**config.mk**
```make
export PLATFORM = sky130hd
export DESIGN_NAME = cap_timer
export DESIGN_NICKNAME = d
export VERILOG_FILES = /design/src/rtl/cap_pkg.sv /design/src/rtl/cap_counter.sv /design/src/rtl/cap_channel.sv /design/src/rtl/cap_timer.sv
export SDC_FILE = /design/constraint.sdc
export NUM_CORES = 1
export LEC_CHECK = 0
export BUFFER_PORTS_ARGS = -buffer_cell sky130_fd_sc_hd__buf_2
export CORE_MARGIN = 2
export CORE_UTILIZATION = 60
export DETAILED_ROUTE_END_ITERATION = 16
export PLACE_DENSITY = 0.79
export REMOVE_ABC_BUFFERS = 1
export SLEW_MARGIN = 10
export SYNTH_ARGS = -nofsm -noshare
export SYNTH_HDL_FRONTEND = slang
export SYNTH_HIERARCHICAL = 1
export SYNTH_SLANG_ARGS = --single-unit
```
**constraint.sdc**
```tcl
create_clock -name clk -period 2.88 [get_ports clk]
set_input_delay 0.144 -clock clk [delete_from_list [all_inputs] [get_ports clk]]
set_output_delay 0.144 -clock clk [all_outputs]
set_load 0.05 [all_outputs]
```
**src/rtl/cap_pkg.sv**
```systemverilog
package cap_pkg;
    localparam int CNT_W   = 16;
    localparam int BYTE_W  = 8;
    localparam int PS_W    = 3;
    localparam int ADDR_W  = 4;
    localparam int NUM_CH  = 2;
    localparam int DIV_W   = (1 << PS_W) - 2;

    localparam logic [PS_W-1:0] PS_EXT = '1;

    localparam logic [ADDR_W-1:0] A_CTRL   = 4'd0;
    localparam logic [ADDR_W-1:0] A_CNT_HI = 4'd1;
    localparam logic [ADDR_W-1:0] A_CNT_LO = 4'd2;
    localparam int CH_BASE   = 4;
    localparam int CH_STRIDE = 4;
    localparam int OFF_SC = 0;
    localparam int OFF_HI = 1;
    localparam int OFF_LO = 2;

    typedef enum logic [1:0] {
        EDGE_OFF  = 2'b00,
        EDGE_RISE = 2'b01,
        EDGE_FALL = 2'b10,
        EDGE_ANY  = 2'b11
    } edge_sel_e;

    typedef struct packed {
        logic      flag;
        logic      ie;
        logic [1:0] mode;
        edge_sel_e els;
        logic      tov;
        logic      maxd;
    } ch_ctrl_t;

    function automatic logic [ADDR_W-1:0] ch_addr(input int ch, input int off);
        return ADDR_W'(CH_BASE + ch * CH_STRIDE + off);
    endfunction

    function automatic logic edge_hit(input edge_sel_e sel, input logic rise, input logic fall);
        case (sel)
            EDGE_RISE: return rise;
            EDGE_FALL: return fall;
            EDGE_ANY:  return rise | fall;
            default:   return 1'b0;
        endcase
    endfunction

    function automatic logic [DIV_W-1:0] rate_mask(input logic [PS_W-1:0] code);
        logic [DIV_W:0] full;
        full = (DIV_W+1)'(1) << code;
        return DIV_W'(full - 1'b1);
    endfunction
endpackage

```
**src/rtl/cap_counter.sv**
```systemverilog
module cap_counter
    import cap_pkg::*;
#(
    parameter int W = CNT_W
) (
    input  logic            clk,
    input  logic            rst,
    input  logic [PS_W-1:0] rate_sel,
    input  logic            ext_clk,
    output logic [W-1:0]    count
);
    logic [DIV_W-1:0] div_q;
    logic ext_s1, ext_s2, ext_prev;
    logic tick;

    always_ff @(posedge clk) begin
        if (rst) begin
            div_q    <= '0;
            ext_s1   <= 1'b0;
            ext_s2   <= 1'b0;
            ext_prev <= 1'b0;
        end else begin
            div_q    <= div_q + 1'b1;
            ext_s1   <= ext_clk;
            ext_s2   <= ext_s1;
            ext_prev <= ext_s2;
        end
    end

    always_comb begin
        if (rate_sel == PS_EXT)
            tick = ext_s2 & ~ext_prev;
        else
            tick = (div_q & rate_mask(rate_sel)) == rate_mask(rate_sel);
    end

    always_ff @(posedge clk) begin
        if (rst)
            count <= '0;
        else if (tick)
            count <= count + 1'b1;
    end
endmodule

```
**src/rtl/cap_channel.sv**
```systemverilog
module cap_channel
    import cap_pkg::*;
#(
    parameter int W = CNT_W,
    parameter bit MODE_HI_EN = 1'b1
) (
    input  logic     clk,
    input  logic     rst,
    input  logic     pin,
    input  logic [W-1:0] count,
    input  logic     sc_wr,
    input  ch_ctrl_t sc_wdata,
    output ch_ctrl_t sc,
    output logic [W-1:0] cap_val,
    output logic     fire,
    output logic     irq
);
    logic pin_s1, pin_s2, pin_prev;
    logic rise, fall;

    always_ff @(posedge clk) begin
        if (rst) begin
            pin_s1   <= 1'b0;
            pin_s2   <= 1'b0;
            pin_prev <= 1'b0;
        end else begin
            pin_s1   <= pin;
            pin_s2   <= pin_s1;
            pin_prev <= pin_s2;
        end
    end

    assign rise = pin_s2 & ~pin_prev;
    assign fall = ~pin_s2 & pin_prev;
    assign fire = edge_hit(sc.els, rise, fall);

    always_ff @(posedge clk) begin
        if (rst) begin
            sc <= '0;
        end else begin
            if (sc_wr) begin
                sc.ie   <= sc_wdata.ie;
                sc.mode <= {sc_wdata.mode[1] & MODE_HI_EN, sc_wdata.mode[0]};
                sc.els  <= sc_wdata.els;
                sc.tov  <= sc_wdata.tov;
                sc.maxd <= sc_wdata.maxd;
            end
            if (fire)
                sc.flag <= 1'b1;
            else if (sc_wr && !sc_wdata.flag)
                sc.flag <= 1'b0;
        end
    end

    always_ff @(posedge clk) begin
        if (fire)
            cap_val <= count;
    end

    assign irq = sc.flag & sc.ie;
endmodule

```
**src/rtl/cap_timer.sv**
```systemverilog
module cap_timer
    import cap_pkg::*;
(
    input  logic        clk,
    input  logic        rst,
    input  logic        bus_wr,
    input  logic [3:0]  bus_addr,
    input  logic [7:0]  bus_wdata,
    output logic [7:0]  bus_rdata,
    input  logic        ext_clk,
    input  logic [1:0]  cap_pin,
    output logic [1:0]  irq
);
    logic [PS_W-1:0] rate_q;
    logic [CNT_W-1:0] count;

    ch_ctrl_t sc_arr [NUM_CH];
    logic [NUM_CH-1:0][CNT_W-1:0] cap_arr;
    logic [NUM_CH-1:0][1:0] els_arr;
    logic [NUM_CH-1:0] fire_arr, flag_arr, ie_arr;

    always_ff @(posedge clk) begin
        if (rst)
            rate_q <= '0;
        else if (bus_wr && bus_addr == A_CTRL)
            rate_q <= bus_wdata[PS_W-1:0];
    end

    cap_counter #(.W(CNT_W)) u_cnt (
        .clk(clk), .rst(rst), .rate_sel(rate_q), .ext_clk(ext_clk), .count(count)
    );

    for (genvar i = 0; i < NUM_CH; i++) begin : g_ch
        logic sc_wr;
        assign sc_wr = bus_wr && (bus_addr == ch_addr(i, OFF_SC));
        cap_channel #(.W(CNT_W), .MODE_HI_EN(i == 0)) u_ch (
            .clk(clk), .rst(rst), .pin(cap_pin[i]), .count(count),
            .sc_wr(sc_wr), .sc_wdata(ch_ctrl_t'(bus_wdata)),
            .sc(sc_arr[i]), .cap_val(cap_arr[i]), .fire(fire_arr[i]), .irq(irq[i])
        );
        assign els_arr[i]  = sc_arr[i].els;
        assign flag_arr[i] = sc_arr[i].flag;
        assign ie_arr[i]   = sc_arr[i].ie;
    end

    always_comb begin
        bus_rdata = '0;
        if (bus_addr == A_CTRL)   bus_rdata = BYTE_W'(rate_q);
        if (bus_addr == A_CNT_HI) bus_rdata = count[2*BYTE_W-1:BYTE_W];
        if (bus_addr == A_CNT_LO) bus_rdata = count[BYTE_W-1:0];
        for (int i = 0; i < NUM_CH; i++) begin
            if (bus_addr == ch_addr(i, OFF_SC)) bus_rdata = sc_arr[i];
            if (bus_addr == ch_addr(i, OFF_HI)) bus_rdata = cap_arr[i][2*BYTE_W-1:BYTE_W];
            if (bus_addr == ch_addr(i, OFF_LO)) bus_rdata = cap_arr[i][BYTE_W-1:0];
        end
    end
endmodule

```
==> reports/results.ini, run 1 <==
[outcome]
status = finished, final reports clean

[global_route]
first_global_vias = 2888
maximum_number_of_pins_on_one_net_before_global_route_repair = 47
grt_pass1_wl_mm = 14.1
gr-usage-all-layers_pct = 24.6
grt_antenna_before_repair = 0
grt_overflow_total = 0

[placed_design]
gp_congestion = 0.864
port_buffers = 27
dp.final_hpwl_mm = 6.01
placement.setup.worst_slack_ns = 0.617

[synth]
mappedNetlistArea_um2 = 4010
yosysWarningCount = 6
postSynth.topFlopCell = sky130_fd_sc_hd__dfxtp_1
synth.ff_latch_count = 81
synth_cells = 407
synth.lib_cells_used.distinct = 54
synth_area_per_cell_um2 = 9.84
edff_count_synth = 32
synthArstFlopShare_pct = 0
synth-seq-area-share_pct = 48.5

[floorplanning]
design.die.area_um2 = 7340
top_level_ports = 28
floorplan.core_area_um2 = 6390
fp-row-count = 29
vert_die_dim_um = 85.7
dieWidth_um = 85.7
initial_core_util_pct = 62.7

[critical_path]
timing.critical_path.from_type = flip-flop
cp_max_fo = 15
critical-path-max-stage-delay_ns = 0.58
critical_path_required_ns = 3.12
crit_path_top_delay_cell = sky130_fd_sc_hd__a221o_1
worstSetupPathType = reg -> reg
worst-endpoint-arrival_ns = 2.54
crit_chain = inv_1 -> o32a_1 -> a221o_1 -> a2111oi_4 -> mux2_1
worstSetupStartpoint = u_cnt/div_q[1]$_SDFF_PP0_
critical_path_end_type = flip-flop
start_of_the_worst_register_to_register_path = u_cnt/div_q[1]$_SDFF_PP0_

[cells_and_area]
final_layout_size_suffix_gt1_share_pct = 15.6
final_net_count = 449
flow.area_growth_from_synthesis_pct = 8.72
antenna_cells = 0
most_frequent_standard_cell_in_the_layout_excluding_fill_and_tap_cells = sky130_fd_sc_hd__dfxtp_1
mostFrequentLayoutCells = sky130_fd_sc_hd__dfxtp_1, sky130_fd_sc_hd__nor2_1, sky130_fd_sc_hd__a21oi_1, sky130_fd_sc_hd__nor2b_1, sky130_fd_sc_hd__edfxtp_1

[sta]
setup_viol = 0
timing.final.hold_violations = 0
achievable-frequency_mhz = 433
final_setup_skew_ns = 0.00600
remaining_max_slew_budget_at_the_tightest_pin_pct = 45.3
worstMarginPinSlew_ns = 0.821
rsz0062_at_grt = no
final_max_slew_viol_count = 0
timing.setup.tns_ns = 0
finalWorstPathRequiredPeriod_ns = 2.31
worst_case_setup_margin_in_the_final_layout_ns = 0.573
final_min_period_over_clock_period_pct = 80.1

[clock_tree]
post-cts-setup-buffer-count = 0
clock_sink_count = 81
cts_root_buf = sky130_fd_sc_hd__clkbuf_8
worstSkewPairLatency_ns = 0.35
clock_tree_from_tritoncts = done
cts_hold_buf = 1
clockBufferDepth = 2
postCtsResizedCells = 0
htree_num_levels = 3
tritoncts.num_buffers = 9
clkTransAtPathRegs_ns = 0.08

[power]
ir_drop_uv = 493
reported_leakage_power_nw = 1.64
power-per-cell-area_nw_per_um2 = 530

[min_path]
holdCritPathClass = in -> reg
hold_path_startpoint = cap_pin[0]

[routing]
via_per_inst = 6.09
wl_per_cell_um = 17.1
drt_drc_violations_left = 0
ant_nets = 0
finalWirelength_mm = 8.65
drt_iter0_markers = 274
vias = 3089
first_pass_iters = 6

[flow_run]
timing.max_cap.violations = 0

## critical path, delay by kind of cell (launching register included)
family | cells | cell delay (ns)
AO/OA/AOI/OAI | 3 | 1.38
flip-flops | 1 | 0.40
multiplexers | 1 | 0.36
buffers and inverters | 1 | 0.05
## sequential cells by signal, summed over array words and instances, names as in the netlist
signal and cells:
u_cnt/ext_s1 1, g_ch.u_ch/pin_prev 2, u_cnt/ext_s2 1, u_cnt/div_q 6, g_ch.u_ch/cap_val 32, g_ch.u_ch/pin_s1 2, rate_q 3, u_cnt/count 16
u_cnt/ext_prev 1, g_ch.u_ch/sc 15, g_ch.u_ch/pin_s2 2
## cell usage after synthesis, types with 9 or more instances
master / number / share of area [%]
sky130_fd_sc_hd__edfxtp_1: 32 / 24
sky130_fd_sc_hd__nor2_1: 47 / 4.4
sky130_fd_sc_hd__nand2_1: 18 / 1.7
sky130_fd_sc_hd__o21ai_0: 10 / 1.2
sky130_fd_sc_hd__mux2i_1: 20 / 5.0
sky130_fd_sc_hd__dfxtp_1: 49 / 24
sky130_fd_sc_hd__clkbuf_1: 16 / 1.5
sky130_fd_sc_hd__nor2b_1: 32 / 5.0
sky130_fd_sc_hd__a21oi_1: 33 / 4.1
sky130_fd_sc_hd__mux2_2: 13 / 3.7
sky130_fd_sc_hd__nand3_1: 16 / 2.0
sky130_fd_sc_hd__inv_1: 9 / 0.84
## final cells by class
cell class	instances	area, um^2
timing repair buffer	33	183
fill	517	2030
clock buffer	10	128
inverter	11	43.8
multi-input combinational	289	1880
tap	77	96.3
sequential	81	1940
clock inverter	6	82.6
## power breakdown
group,internal (W),total [W],switching (W),leakage [nW]
registers,0.00120,0.00122,0.0000207,0.723
clock network,0.000484,0.000879,0.000395,0.108
logic,0.0000728,0.000205,0.000132,0.805
## through the flow
step / power, W / util, % / instances / hold WS (ns) / area, um^2
final: 0.00231 / 68.2 / 507 / 0.0137 / 4350
after floorplan: 0.00136 / - / 381 / 0.211 / 3860
after global routing: 0.00239 / 68.2 / 507 / 0.00748 / 4350
after CTS: 0.00232 / 68.2 / 507 / 0.00643 / 4350
after detailed placement: 0.00145 / 64.7 / 490 / 0.361 / 4130
after global placement: 0.00144 / 64.7 / 490 / 0.354 / 4130
## final timing paths
check / endpoint / slack (ns) / depth (start not counted)
hold reg to reg: g_ch[1].u_ch/pin_s2$_SDFF_PP0_ / 0.44 / 1
hold / removal: g_ch[0].u_ch/pin_s1$_SDFF_PP0_ / 0.01 / 2
setup / recovery: u_cnt/count[11]$_SDFFE_PP0P_ / 0.57 / 5
setup reg to reg: u_cnt/count[11]$_SDFFE_PP0P_ / 0.57 / 5
## logic make-up (layout without fill, tap and decap cells)
| group | after synthesis | count (layout) | synth area share (%) |
|---|---|---|---|
| muxes | 34 | 34 | 8.93 |
| adders and majority gates | 6 | 6 | 1.87 |
| AOI/OAI and AO/OA | 90 | 90 | 15.4 |
| and+or+nand+nor | 155 | 155 | 20.0 |
| other | 1 | 1 | 0.0936 |
| DFF | 81 | 81 | 48.5 |
| xor gates and xnor gates | 3 | 3 | 0.656 |
| buffers and inverters | 37 | 60 | 4.59 |
## metal layers
layer / track usage (%) / vias to the layer above / wire length (um)
met5: 0 / - / 0
met3: 3.27 / 16 / 576
met1: 33.6 / 1442 / 3770
met2: 39.5 / 128 / 4140
met4: 10.8 / 0 / 160
li1: - / 1503 / -
Power figures use the tool's default switching activity.
==> run 2: changes to the inputs <==
Clock period 2.88 ns to 2.38 ns, I/O delays scaled along.
==> run 2 against run 1 <==
Against the previous run:
- combinational power grew 31%
- register-to-register slack worse by 0.43 ns
- critical endpoint unchanged
- clock power is 40% higher
- worst hold slack improved by 0.0015 ns
- largest power group unchanged
- fmax is 3.0% higher
- critical path depth stayed put
- die area is the same
- cell count increased by 2.6%
==> reports/results.ini, run 2 (synthesis results as in run 1) <==
[clock_tree]
worstSkewPairLatency_ns = 0.36
cts_root_buf = sky130_fd_sc_hd__clkbuf_8
clkTransAtPathRegs_ns = 0.09
htree_num_levels = 3
tritoncts.num_buffers = 9
clockBufferDepth = 2
clock_tree_from_tritoncts = done
clock_sink_count = 81
postCtsResizedCells = 0

[sta]
final_setup_skew_ns = 0.0109
rsz0062_at_grt = no
remaining_max_slew_budget_at_the_tightest_pin_pct = 51.1
achievable-frequency_mhz = 447
final_max_slew_viol_count = 0
timing.final.hold_violations = 0
final_min_period_over_clock_period_pct = 94.1
setup_viol = 0
worstMarginPinSlew_ns = 0.733
timing.setup.tns_ns = 0
finalWorstPathRequiredPeriod_ns = 2.24

[routing]
vias = 3229
drt_drc_violations_left = 0
via_per_inst = 6.21
drt_iter0_markers = 290
ant_nets = 0
first_pass_iters = 5
wl_per_cell_um = 18.1
finalWirelength_mm = 9.41

[floorplanning]
initial_core_util_pct = 62.7
fp-row-count = 29
vert_die_dim_um = 85.7
dieWidth_um = 85.7
floorplan.core_area_um2 = 6390
design.die.area_um2 = 7340
top_level_ports = 28

[cells_and_area]
final_layout_size_suffix_gt1_share_pct = 17.8
most_frequent_standard_cell_in_the_layout_excluding_fill_and_tap_cells = sky130_fd_sc_hd__dfxtp_1
regMostFlops = g_ch.u_ch/cap_val
largest_register_ffs = 32
final_net_count = 462
top_regs = g_ch.u_ch/cap_val x32, u_cnt/count x16, g_ch.u_ch/sc x15
antenna_cells = 0
final-instance-count-excl-fill = 520
flow.area_growth_from_synthesis_pct = 12.5
mostFrequentLayoutCells = sky130_fd_sc_hd__dfxtp_1, sky130_fd_sc_hd__nor2_1, sky130_fd_sc_hd__a21oi_1, sky130_fd_sc_hd__nor2b_1, sky130_fd_sc_hd__edfxtp_1

[critical_path]
worstSetupPathType = reg -> reg
timing.critical_path.from_type = flip-flop
worst-endpoint-arrival_ns = 2.49
critical_path_required_ns = 2.63
critical_path_end_type = flip-flop
cp_max_fo = 11

[outcome]
status = finished, final reports clean

[global_route]
grt_overflow_total = 0
grt_pass1_wl_mm = 15.3
gr-usage-all-layers_pct = 26.9
maximum_number_of_pins_on_one_net_before_global_route_repair = 41
grt_antenna_before_repair = 0
first_global_vias = 3160

[placed_design]
port_buffers = 27
gp_congestion = 0.894
dp.cells = 500
dp.final_hpwl_mm = 6.17

[flow_run]
timing.max_cap.violations = 0

[min_path]
holdCritPathClass = in -> reg

[power]
reported_leakage_power_nw = 1.72
ir_drop_uv = 455
power-per-cell-area_nw_per_um2 = 661

-- run 2: cell types whose count changed in the layout (fill, tap and decap cells not counted), sizes merged --
cell,previous run,this run
dlygate4sd3,1,4
clkinv,4,0
inv,11,13
bufinv,2,1
clkbuf,10,13
buf,32,42
-- run 2: worst max-delay path, stage by stage (launching register included) --
cell	delay [ns]
sky130_fd_sc_hd__dfxtp_1	0.36
sky130_fd_sc_hd__nor2b_1	0.14
sky130_fd_sc_hd__o32a_1	0.31
sky130_fd_sc_hd__a221o_1	0.55
sky130_fd_sc_hd__a2111oi_4	0.41
sky130_fd_sc_hd__mux2_1	0.35
-- run 2: path summary, 6_finish.rpt --
check / cells past startpoint / start / end / slack, ns
worst max-delay path: 5 / rate_q[0]$_SDFFE_PP0P_ / u_cnt/count[11]$_SDFFE_PP0P_ / 0.14
worst min-delay path: 3 / bus_wdata[6] / g_ch[1].u_ch/sc[6]$_SDFFE_PP0P_ / 0.02
worst max register to register: 5 / rate_q[0]$_SDFFE_PP0P_ / u_cnt/count[11]$_SDFFE_PP0P_ / 0.14
worst min register to register: 1 / u_cnt/ext_s1$_SDFF_PP0_ / u_cnt/ext_s2$_SDFF_PP0_ / 0.45
-- run 2: area by class of cell --
| cell class | instances | area, um^2 |
|---|---|---|
| Sequential cell | 81 | 1940 |
| Multi-Input combinational cell | 289 | 1880 |
| Fill cell | 473 | 1880 |
| Timing Repair Buffer | 46 | 288 |
| Clock buffer | 13 | 213 |
| Tap cell | 77 | 96.3 |
| Clock inverter | 3 | 45.0 |
| Inverter | 11 | 43.8 |
-- run 2: metrics by stage --
step	utilization, %	hold WS [ns]	setup slack, ns	power [W]	area [um^2]
floorplan	-	0.186	0.283	0.00165	3860
global placement	65.9	0.328	0.231	0.00176	4210
detailed placement	65.9	0.335	0.163	0.00177	4210
CTS	70.6	0.000855	0.159	0.00299	4510
global route	70.6	0.0287	0.0757	0.00308	4510
finish	70.6	0.0152	0.141	0.00298	4510
-- run 2: power by group --
| part | internal (W) | switching, W | total, W |
|---|---|---|---|
| sequential | 0.00145 | 0.0000247 | 0.00148 |
| combinational | 0.0000990 | 0.000169 | 0.000268 |
| clock | 0.000709 | 0.000525 | 0.00123 |
| total | 0.00226 | 0.000719 | 0.00298 |
-- run 2: per-layer routing --
metal / GRT usage [%] / part of all wire (%) / routed length, um / up-vias
met5: 0 / 0 / 0 / -
li1: - / - / - / 1535
met1: 34.4 / 43 / 4060 / 1541
met3: 5.20 / 5.8 / 548 / 25
met2: 43.9 / 48 / 4560 / 128
met4: 13.1 / 2.6 / 244 / 0
-- run 2: repair_timing --
action                    CTS  global route
buffers inserted            0             0
hold buffers                4             0
hold endpoints to repair    4             0
